==> src/rtl/sar_handoff_ctrl.sv <==
module sar_handoff_ctrl #(
  parameter int NBITS   = 10,
  parameter int SETW    = 4,
  parameter int TMO_CYC = 64
) (
  input  logic             clk,
  input  logic             rst_n,
  input  logic             smp_clk,
  input  logic [SETW-1:0]  settle,
  input  logic             cmp_p,
  input  logic             cmp_n,
  output logic             sampling,
  output logic             cmp_start,
  output logic [NBITS-2:0] sw_p,
  output logic [NBITS-2:0] sw_n,
  output logic [NBITS-2:0] sub_sel,
  output logic [NBITS-1:0] code,
  output logic             done,
  output logic             err
);
  localparam int NSW = NBITS - 1;
  localparam int KW  = $clog2(NBITS);
  localparam int TW  = $clog2(TMO_CYC + 1);

  typedef enum logic [2:0] {ST_SAMP, ST_FIRE, ST_WAIT, ST_RST, ST_SETL} st_t;

  st_t              st;
  logic             smp_q, rdy;
  logic [KW-1:0]    k;
  logic [NBITS-1:1] dec;
  logic [NSW-1:0]   sel;
  logic [SETW-1:0]  scnt;
  logic [TW-1:0]    tcnt;

  wire            fall  = smp_q & ~smp_clk;
  wire            valid = cmp_p ^ cmp_n;
  wire            clash = cmp_p & cmp_n;
  wire            quiet = ~cmp_p & ~cmp_n;
  wire [SETW-1:0] eff   = (settle == '0) ? SETW'(1) : settle;
  wire [KW-1:0]   didx  = KW'(NBITS - 1) - k;
  wire            last  = (k == KW'(NBITS - 1));
  wire            tmo   = (tcnt == TW'(TMO_CYC - 1));

  assign sampling  = (st == ST_SAMP);
  assign cmp_start = (st == ST_FIRE);
  assign sub_sel   = sampling ? '1 : sel;

  always_ff @(posedge clk or negedge rst_n) begin
    if (!rst_n) begin
      st   <= ST_SAMP;
      smp_q <= 1'b0;
      rdy  <= 1'b0;
      k    <= '0;
      dec  <= '0;
      sel  <= NSW'(1);
      sw_p <= '0;
      sw_n <= '0;
      scnt <= '0;
      tcnt <= '0;
      code <= '0;
      done <= 1'b0;
      err  <= 1'b0;
    end else begin
      smp_q <= smp_clk;
      done  <= 1'b0;
      err   <= 1'b0;
      unique case (st)
        ST_SAMP: begin
          sw_p <= '0;
          sw_n <= '0;
          sel  <= NSW'(1);
          k    <= '0;
          dec  <= '0;
          rdy  <= 1'b0;
          if (fall) st <= ST_FIRE;
        end
        ST_FIRE: begin
          tcnt <= '0;
          st   <= ST_WAIT;
        end
        ST_WAIT: begin
          if (clash) begin
            err  <= 1'b1;
            sw_p <= '0;
            sw_n <= '0;
            st   <= ST_SAMP;
          end else if (valid) begin
            if (last) begin
              rdy  <= 1'b1;
              code <= {dec, cmp_p};
              done <= 1'b1;
            end else begin
              dec[didx] <= cmp_p;
              if (cmp_p) sw_n[k] <= 1'b1;
              else       sw_p[k] <= 1'b1;
              if (k != '0) sel <= sel << 1;
              k <= k + KW'(1);
            end
            tcnt <= '0;
            st   <= ST_RST;
          end else if (tmo) begin
            err  <= 1'b1;
            sw_p <= '0;
            sw_n <= '0;
            st   <= ST_SAMP;
          end else begin
            tcnt <= tcnt + TW'(1);
          end
        end
        ST_RST: begin
          if (quiet) begin
            if (rdy) begin
              sw_p <= '0;
              sw_n <= '0;
              st   <= ST_SAMP;
            end else begin
              scnt <= eff;
              st   <= ST_SETL;
            end
          end else if (tmo) begin
            err  <= 1'b1;
            sw_p <= '0;
            sw_n <= '0;
            st   <= ST_SAMP;
          end else begin
            tcnt <= tcnt + TW'(1);
          end
        end
        ST_SETL: begin
          if (scnt <= SETW'(1)) st <= ST_FIRE;
          else                  scnt <= scnt - SETW'(1);
        end
        default: st <= ST_SAMP;
      endcase
    end
  end


  samp_quiet_chk: assert property (@(posedge clk) disable iff (!rst_n)
    sampling |-> (sw_p == '0 && sw_n == '0));


  excl_chk: assert property (@(posedge clk) disable iff (!rst_n)
    (sw_p & sw_n) == '0);


  hold_chk: assert property (@(posedge clk) disable iff (!rst_n)
    !sampling |=> (sampling || ((($past(sw_p) & ~sw_p) == '0) && (($past(sw_n) & ~sw_n) == '0))));


  sel_chk: assert property (@(posedge clk) disable iff (!rst_n)
    !sampling |-> ($countones(sub_sel) == 1));


  settle_chk: assert property (@(posedge clk) disable iff (!rst_n)
    (!sampling && (sw_p != $past(sw_p) || sw_n != $past(sw_n))) |-> !cmp_start);


  strobe_chk: assert property (@(posedge clk) disable iff (!rst_n)
    cmp_start |=> !cmp_start);


  done_chk: assert property (@(posedge clk) disable iff (!rst_n)
    done |=> !done);


  err_chk: assert property (@(posedge clk) disable iff (!rst_n)
    err |-> (sampling && !done && sw_p == '0 && sw_n == '0));
endmodule

==> config.mk <==
export PLATFORM = sky130hd
export DESIGN_NAME = sar_handoff_ctrl
export DESIGN_NICKNAME = d
export VERILOG_FILES = /design/src/rtl/sar_handoff_ctrl.sv
export SDC_FILE = /design/constraint.sdc
export NUM_CORES = 1
export LEC_CHECK = 0
export ABC_AREA = 0
export BUFFER_PORTS_ARGS = -buffer_cell sky130_fd_sc_hd__buf_2
export CAP_MARGIN = 40
export CORE_ASPECT_RATIO = 1.4
export CORE_UTILIZATION = 53
export DETAILED_ROUTE_END_ITERATION = 12
export PLACE_DENSITY = 0.75
export SETUP_SLACK_MARGIN = 0.05
export SLEW_MARGIN = 20
export SYNTH_ARGS = -nofsm -noshare
export SYNTH_HDL_FRONTEND = slang
export SYNTH_SLANG_ARGS = --single-unit
==> constraint.sdc <==
create_clock -name clk -period 3.75 [get_ports clk]
set_input_delay 0 -clock clk [delete_from_list [all_inputs] [get_ports clk]]
set_output_delay 0 -clock clk [all_outputs]
set_load 0.01 [all_outputs]
==> impl_metrics.toml, run 1 <==
[place]
port_buffers = 49
placedCellCount = 436
post-dp-hpwl_um = 5047
placed_cell_area_um2 = 3787
gp_congestion = 0.8146

[routing]
dr_total_vias = 2659
post_drt_wl_per_cell_um = 15.84
viasPerCell = 5.831
ant_nets = 0
post-route-drc-count = 0
drtIter0Drc = 114
wirelength_um = 7225
drt_pre_antenna_iters = 4

[worst_setup_path]
crit_fanout = 20
crit_type = "flip-flop to flip-flop"
timing.rr.start = "st[2]$_DFFE_PN0P_"
cp-startpoint = "st[2]$_DFFE_PN0P_"
start_kind = "flip-flop"
worst_ep_arrival_time_ps = 2720
critPathCaptureType = "flip-flop"
critPathRequiredTime_ps = 4020

[timing]
finalHoldViolations = 0
slew_viol_final = 0
fmax_ghz = 0.4080
finalSetupTns_ps = 0
fin_crit_sh_pct = 65.36
setup_viol = 0
tightest_slew_ps = 767.0
rsz0062_at_grt = "false"
min_period_ps = 2451
worst_clock_skew_ps = 8.005
slew_headroom_pct = 48.69

[power_and_ir_drop]
ir_drop_mv = 0.3761
p_total_mw = 2.712
p_per_area_nw_per_um2 = 673.3
leakage_nw = 2.067

[global_routing]
grt_use_total_pct = 22.56
grt_start_max_net_pins = 50
antenna_found_initial = 0
grt_pass1_wl_um = 12150
grt.overflow.total = 0
grt_pass1_vias = 2595

[yosys]
synth_top_area_cell = "dfrtp_1"
syn_nets = 348
synth.distinct_cells = 59
ys_ff_latch = 68
synth_ff_type = "dfrtp_1"
synth_area_leaders = "dfrtp_1 48%, mux2i_1 4.9%, ha_1 4.7%"
synth_edf_count = 0
synth.top_cell.area_share_pct = 48.27
syn_area_per_cell_um2 = 10.65
netlist_area_um2 = 3473
ys_seq_area_share_pct = 49.03
ys_warn_count = 0
synthCells = 326
synth-async-reset-ratio_pct = 100.0

[layout]
seq_area_um2 = 1703
instances_no_fill = 456
num_antenna_cells = 0
area_growth_pct = 15.96
multi_input_area_um2 = 1644
finalNetCount = 402
finish.instance_area_um2 = 4028
nFillCells = 521
final_layout_size_suffix_gt1_share_pct = 21.61

[die]
die_h_um = 97.79
ios = 50
fp.dieW_um = 70.42
initial_core_util_pct = 55.54
num_rows = 34
core_area_um2 = 6254
die-area_um2 = 6886

[clock_tree]
clk_latency_ps = 350
cts_hold_buffers = 5
root_buffer = "clkbuf_8"
clk_path_buf_depth = 2
cts_buffers = 9
postCtsSetupBuffers = 0
cts_tree = "built"
path_clk_slew_ps = 70
htreeDepth = 3
cts_resized = 0
clock-sinks = 68

[hold_path]
hold_path.class = "input pin to flip-flop"
hold_start = "settle[0]"

[status]
outcome = "complete, no violations"

[flow_run]
drv_cap = 0
==> Yosys cell counts, types with 6 or more instances <==
library cell	instances
mux2_1	9
o31ai_1	6
mux2i_1	17
ha_1	13
nand2_1	42
o2bb2ai_1	17
nor2_1	14
dfrtp_1	67
a21oi_1	12
nand3_1	8
inv_1	19
buf_2	8
==> final cells by class <==
type / instances / share of cell area (%)
sequential: 68 / 42.28
multi-input combinational: 223 / 40.82
timing repair buffer: 58 / 8.077
clock buffer: 10 / 3.417
tap: 72 / 2.237
inverter: 20 / 1.864
clock inverter: 5 / 1.305
==> layout by cell type (no fill, tap or decap), types with 4 or more instances in the layout <==
master	instances
a21o_1	4
a21oi_1	12
buf_2	49
buf_4	4
clkbuf_8	10
dfrtp_1	67
dlygate4sd3_1	5
ha_1	13
inv_1	19
mux2_1	9
mux2i_1	17
nand2_1	42
nand2b_1	5
nand3_1	8
nand4_1	5
nand4b_1	5
nor2_1	14
nor3_1	4
o2bb2ai_1	17
o31ai_1	6
or3_1	5
==> routing by layer <==
layer	vias up	share of wire (%)	global-route usage, %
met5	-	0	0
met4	0	2.9	11.69
met3	15	3.4	4.644
met2	61	51	38.02
met1	1287	43	26.94
li1	1296	-	-
==> final timing paths <==
path | endpoint | slack, ps | depth (start not counted)
max in group asynchronous | sw_p[8]$_DFFE_PN0P_ | 2670 | 3
worst max register to register | sel[3]$_DFFE_PN0P_ | 1300 | 4
worst max-delay path | sel[3]$_DFFE_PN0P_ | 1300 | 4
min in group asynchronous | done$_DFF_PN0_ | 130 | 2
worst min-delay path | scnt[0]$_DFFE_PN0P_ | 30 | 4
worst min register to register | code[3]$_DFFE_PN0P_ | 480 | 1
==> stage by stage <==
stage / utilization, % / setup slack [ps] / hold WS (ps)
2_1_floorplan: - / 1788 / -295.6
3_3_place_gp: 60.38 / 1048 / -22.02
3_5_place_dp: 60.56 / 1250 / -22.04
4_1_cts: 64.41 / 1245 / 23.44
5_1_grt: 64.41 / 1053 / 30.68
6_report: 64.41 / 1299 / 26.22
==> kinds of logic after synthesis <==
family / after synthesis / synth area share [%]
flip-flops: 68 / 49.03
multiplexers: 28 / 8.465
adder cells (fa/ha/maj): 13 / 4.683
XOR/XNOR: 1 / 0.2522
buffers and inverters: 35 / 4.179
AO/OA/AOI/OAI: 69 / 15.85
AND/OR/NAND/NOR: 112 / 17.54
==> sequential cells by signal, indices dropped and copies added (netlist names) <==
name / count
code: 10
done: 1
st: 3
k: 4
dec: 9
tcnt: 7
scnt: 4
sw_n: 9
err: 1
smp_q: 1
sel: 9
rdy: 1
sw_p: 9
==> critical path, cell delays in order, from the launching register on <==
cell and delay, ps:
dfrtp_1 640, or3_1 630, inv_2 170, o41ai_4 660, mux2i_1 260
==> power by group <==
group          internal (mW)  switching (mW)  total (mW)
Sequential             0.857           0.152        1.01
Clock                  0.318           0.272       0.589
Combinational          0.434           0.680        1.11
Note: power is estimated with default switching activity, not from simulation.
==> run 2: changes to the inputs <==
Clock period 3.75 ns to 2.4 ns, I/O delays scaled along.
==> run 2 against run 1 <==
  * Die area did not move
  * Register-to-register slack lost 1000 ps
  * Via count grew 2.6%
  * Sequential power up 54%
  * First-iteration DRC count grew 16%
  * Critical endpoint is now tcnt[3]$_DFFE_PN0P_
  * Largest power group unchanged
==> impl_metrics.toml, run 2 (same netlist as run 1, synthesis figures left out) <==
[routing]
dr_total_vias = 2728
drt_pre_antenna_iters = 4
wl_met3_um = 244
post_drt_wl_per_cell_um = 15.68
post-route-drc-count = 0
viasPerCell = 5.854
wirelength_um = 7309
top_layer_used = "met4"
ant_nets = 0
met1_length_um = 3104
drtIter0Drc = 132
route.met2.wl_um = 3727

[power_and_ir_drop]
seqPwrFrac_pct = 34.8
p_int_mw = 2.725
p_total_mw = 4.472
switching_share_pct = 39.06
power.share.clock_pct = 23.1
p_switching_mw = 1.747
leakage_nw = 2.128
p_per_area_nw_per_um2 = 1082
ir_drop_mv = 0.5598
comb_power_share_pct = 42.1

[global_routing]
grt_pass1_wl_um = 12830
grt_use_total_pct = 23.81
grt_start_max_net_pins = 69
grt.overflow.total = 0
antenna_found_initial = 0
grt_pass1_vias = 2741

[timing]
fin_ws_ps = 248.8
worst_clock_skew_ps = 9.724
tightest_slew_ps = 579.3
finalHoldViolations = 0
rsz0062_at_grt = "false"
fmax_ghz = 0.4649
setup_viol = 0
min_period_ps = 2151
slew_viol_final = 0
slew_headroom_pct = 61.24
fin_crit_sh_pct = 89.63
finalSetupTns_ps = 0

[layout]
regMostFlops = "code"
area_growth_pct = 19.02
finalNetCount = 411
layout_commonest_cell = "dfrtp_1"
final_layout_size_suffix_gt1_share_pct = 23.60
num_antenna_cells = 0
largest_reg_flops = 10
layout_common_cells = "67 x dfrtp_1, 49 x buf_2, 42 x nand2_1, 19 x inv_1"

[worst_setup_path]
worst_ep_arrival_time_ps = 2430
crit_fanout = 12
crit_type = "input pin to flip-flop"
cp-startpoint = "cmp_p"
crit_chain = "dlygate4sd3_1 -> buf_2 -> ha_1 -> or3b_2 -> a21o_1 -> or4_1 -> a21oi_1"
slowest_stage = "dlygate4sd3_1"
timing.rr.start = "st[1]$_DFFE_PN0P_"
critPathCaptureType = "flip-flop"
critPathRequiredTime_ps = 2670
reg2reg_slack_ps = 260
rr_worst_depth = 4
slowest_delay_ps = 530
start_kind = "input pin"

[flow_run]
drv_cap = 0

[clock_tree]
clk_latency_ps = 350
cts_tree = "built"
htreeDepth = 3
cts_buffers = 9
clk_path_buf_depth = 2
root_buffer = "clkbuf_8"
clock-sinks = 68
path_clk_slew_ps = 70

[place]
gp_congestion = 0.8525
dp_slack_ps = 288.8
port_buffers = 49
post-dp-hpwl_um = 5144

[die]
initial_core_util_pct = 55.54
num_rows = 34
die-area_um2 = 6886
fp.dieW_um = 70.42
ios = 50
core_area_um2 = 6254
die_h_um = 97.79

[status]
outcome = "complete, no violations"

[hold_path]
hold_path.class = "input pin to flip-flop"
whs_path_depth = 4
hold_start = "settle[1]"
## run 2: cell types whose count changed in the layout (fill, tap and decap cells not counted)
cell and delta:
nor3b_1 -1, buf_16 +1, o41ai_4 -1, nor3b_2 +1, clkinv_2 -2, dlygate4sd3_1 -1, buf_4 +9, bufinv_16 +1
clkbuf_1 +2, o41ai_2 +1
## run 2: final timing paths
kind	endpoint
setup reg to reg	tcnt[3]$_DFFE_PN0P_
max in group asynchronous	sw_n[4]$_DFFE_PN0P_
hold reg to reg	code[1]$_DFFE_PN0P_
setup / recovery	tcnt[3]$_DFFE_PN0P_
hold / removal	scnt[1]$_DFFE_PN0P_
min in group asynchronous	sel[4]$_DFFE_PN0P_
## run 2: area by class of cell
cell class | instances | area [um^2]
clock buffer | 12 | 145.1
clock inverter | 4 | 72.57
fill | 518 | 2120
inverter | 20 | 75.07
multi-input combinational | 223 | 1638
sequential | 68 | 1703
tap | 72 | 90.09
timing repair buffer | 67 | 410.4
## run 2: repair_timing
action | in CTS | in global routing
endpoints found under the hold margin | 72 | 0
gates resized for setup | 0 | 1
hold buffers | 4 | 0
setup endpoints to repair | 0 | 12
buffers inserted | 0 | 1
## run 2: critical path, delay by kind of cell
kind | cells | cell delay [ps]
and+or+nand+nor | 2 | 990
adders and majority gates | 1 | 310
AOI/OAI and AO/OA | 2 | 450
buffers and inverters | 2 | 690
## run 2: power groups by stage
stage / Combinational [mW] / Clock (mW) / Sequential, mW
2_1_floorplan: 1.30 / 0 / 1.51
3_3_place_gp: 1.80 / 0 / 1.56
3_5_place_dp: 1.83 / 0 / 1.57
4_1_cts: 1.85 / 1.05 / 1.55
5_1_grt: 2.09 / 1.10 / 1.59
6_report: 1.88 / 1.03 / 1.56
## run 2: metal layers
layer	vias to the layer above	global-route usage, %
li1	1309	-
met3	18	4.334
met4	0	12.92
met1	1330	28.38
met2	71	40.29
met5	-	0
## run 2: metrics by stage
| step | hold WS (ps) | cell area, um^2 | instances | util [%] |
|---|---|---|---|---|
| after global routing | 31.73 | 4134 | 466 | 66.11 |
| after global placement | 126.3 | 3836 | 444 | 61.34 |
| after CTS | 0.8619 | 4094 | 464 | 65.47 |
| after floorplan | -295.6 | 3473 | 326 | - |
| final | 2.951 | 4134 | 466 | 66.11 |
| after detailed placement | 129.2 | 3836 | 444 | 61.34 |
==> run 3: changes to the inputs <==
Settings changed: CORE_MARGIN set to 5.
==> run 3 against run 2 <==
  * Sequential power hardly changed
  * Sequential share of layout area rose by 0.21 points
  * Clock power barely moved
  * Critical endpoint unchanged
==> impl_metrics.toml, run 3 (same netlist as run 1, synthesis figures left out) <==
[layout]
layout_commonest_cell = "dfrtp_1"
num_antenna_cells = 0
finish.instance_area_um2 = 4113
final_layout_size_suffix_gt1_share_pct = 23.35
area_growth_pct = 18.41
largest_reg_flops = 10
instances_no_fill = 468
regMostFlops = "code"
finalNetCount = 411
layout_common_cells = "67 x dfrtp_1, 49 x buf_2, 42 x nand2_1, 19 x inv_1"

[clock_tree]
cts_buffers = 9
htreeDepth = 3
cts_resized = 0
cts_tree = "built"
path_clk_slew_ps = 70
clk_latency_ps = 340
root_buffer = "clkbuf_8"
clk_path_buf_depth = 2
clock-sinks = 68

[power_and_ir_drop]
switching_share_pct = 39.31
power.share.clock_pct = 23.2
p_switching_mw = 1.730
p_per_area_nw_per_um2 = 1070
p_total_mw = 4.400
leakage_nw = 2.113
seqPwrFrac_pct = 35.2
ir_drop_mv = 0.5547
p_int_mw = 2.670
comb_power_share_pct = 41.6

[worst_setup_path]
start_kind = "input pin"
crit_type = "input pin to flip-flop"
critPathRequiredTime_ps = 2670
worst_ep_arrival_time_ps = 2440
crit_fanout = 12
critPathCaptureType = "flip-flop"

[timing]
worst_clock_skew_ps = 6.345
slew_viol_final = 0
fin_crit_sh_pct = 90.43
finalHoldViolations = 0
finalSetupTns_ps = 0
setup_viol = 0
min_period_ps = 2170
tightest_slew_ps = 531.6
slew_headroom_pct = 63.64
holdWs_ps = 14.72
rsz0062_at_grt = "false"
fmax_ghz = 0.4607

[status]
outcome = "complete, no violations"

[die]
ios = 50
fp.dieW_um = 78.42
core_area_um2 = 6481
die_h_um = 105.8
die-area_um2 = 8296
num_rows = 35
initial_core_util_pct = 53.59

[global_routing]
grt.overflow.total = 0
grt_start_max_net_pins = 30
grt_pass1_wl_um = 12340
grt_pass1_vias = 2633
antenna_found_initial = 0
grt_use_total_pct = 18.71

[place]
post-dp-hpwl_um = 5244
placedCellCount = 446
port_buffers = 49
placed_cell_area_um2 = 3839
gp_congestion = 0.8584

[routing]
dr_total_vias = 2701
drtIter0Drc = 101
post-route-drc-count = 0
post_drt_wl_per_cell_um = 15.58
ant_nets = 0
wirelength_um = 7291
drt_pre_antenna_iters = 4
viasPerCell = 5.771

[flow_run]
drv_cap = 0

[hold_path]
hold_path.class = "input pin to flip-flop"
## run 3: cell types whose count changed in the layout (fill, tap and decap cells not counted), sizes merged
| cell | change |
|---|---|
| clkbuf | -2 |
| buf | -1 |
| clkinv | +1 |
| clkinvlp | +1 |
| dlygate4sd3 | +1 |
## run 3: worst paths after layout
kind                                           from             endpoint  slack (ps)  cells after the start
worst min-delay path                      settle[0]  scnt[0]$_DFFE_PN0P_          10                      4
worst min register to register  sw_p[4]$_DFFE_PN0P_  sw_p[4]$_DFFE_PN0P_         480                      1
worst max-delay path                          cmp_p  tcnt[3]$_DFFE_PN0P_         230                      7
worst max register to register    st[1]$_DFFE_PN0P_  tcnt[3]$_DFFE_PN0P_         290                      4
min in group asynchronous                     rst_n  code[1]$_DFFE_PN0P_          90                      2
max in group asynchronous                     rst_n   sel[0]$_DFFE_PN1P_        1590                      3
## run 3: cell type report
cell class | count | area, um^2
clock buffers | 10 | 127.6
multi-input cells | 223 | 1633
fillers | 538 | 2369
well taps | 74 | 92.59
flip-flops and latches | 68 | 1703
repair buffers | 67 | 392.9
inverters | 20 | 75.07
clock inverters | 6 | 88.84
## run 3: power groups by stage
| stage | Sequential [mW] | Combinational, mW | Clock [mW] |
|---|---|---|---|
| CTS | 1.55 | 1.82 | 1.05 |
| floorplan | 1.51 | 1.30 | 0 |
| detailed placement | 1.57 | 1.81 | 0 |
| global placement | 1.56 | 1.79 | 0 |
| global route | 1.59 | 2.02 | 1.10 |
| finish | 1.55 | 1.83 | 1.02 |
## run 3: layer usage
layer | GRT usage (%) | vias to the layer above | part of all wire [%]
li1 | - | 1315 | -
met4 | 6.375 | 0 | 1.6
met1 | 23.53 | 1317 | 44
met2 | 31.50 | 57 | 50
met5 | 0 | - | 0
met3 | 4.359 | 12 | 4.2
## run 3: worst max-delay path: stages
cell	delay (ps)
dlygate4sd3_1	530
buf_2	180
ha_1	310
or3b_2	480
a21o_1	280
or4_1	500
a21oi_1	150
## run 3: what timing repair did
item | CTS | global route
endpoints found under the setup margin | 0 | 3
setup buffers | 0 | 1
endpoints found under the hold margin | 44 | 0
hold buffers | 5 | 0
## run 3: through the flow
step | setup WS (ps) | utilization [%]
final | 229.6 | 63.46
after global routing | 153.5 | 63.46
after CTS | 177.7 | 63.34
after detailed placement | 295.6 | 59.23
after global placement | 338.6 | 59.23
after floorplan | 438.4 | -
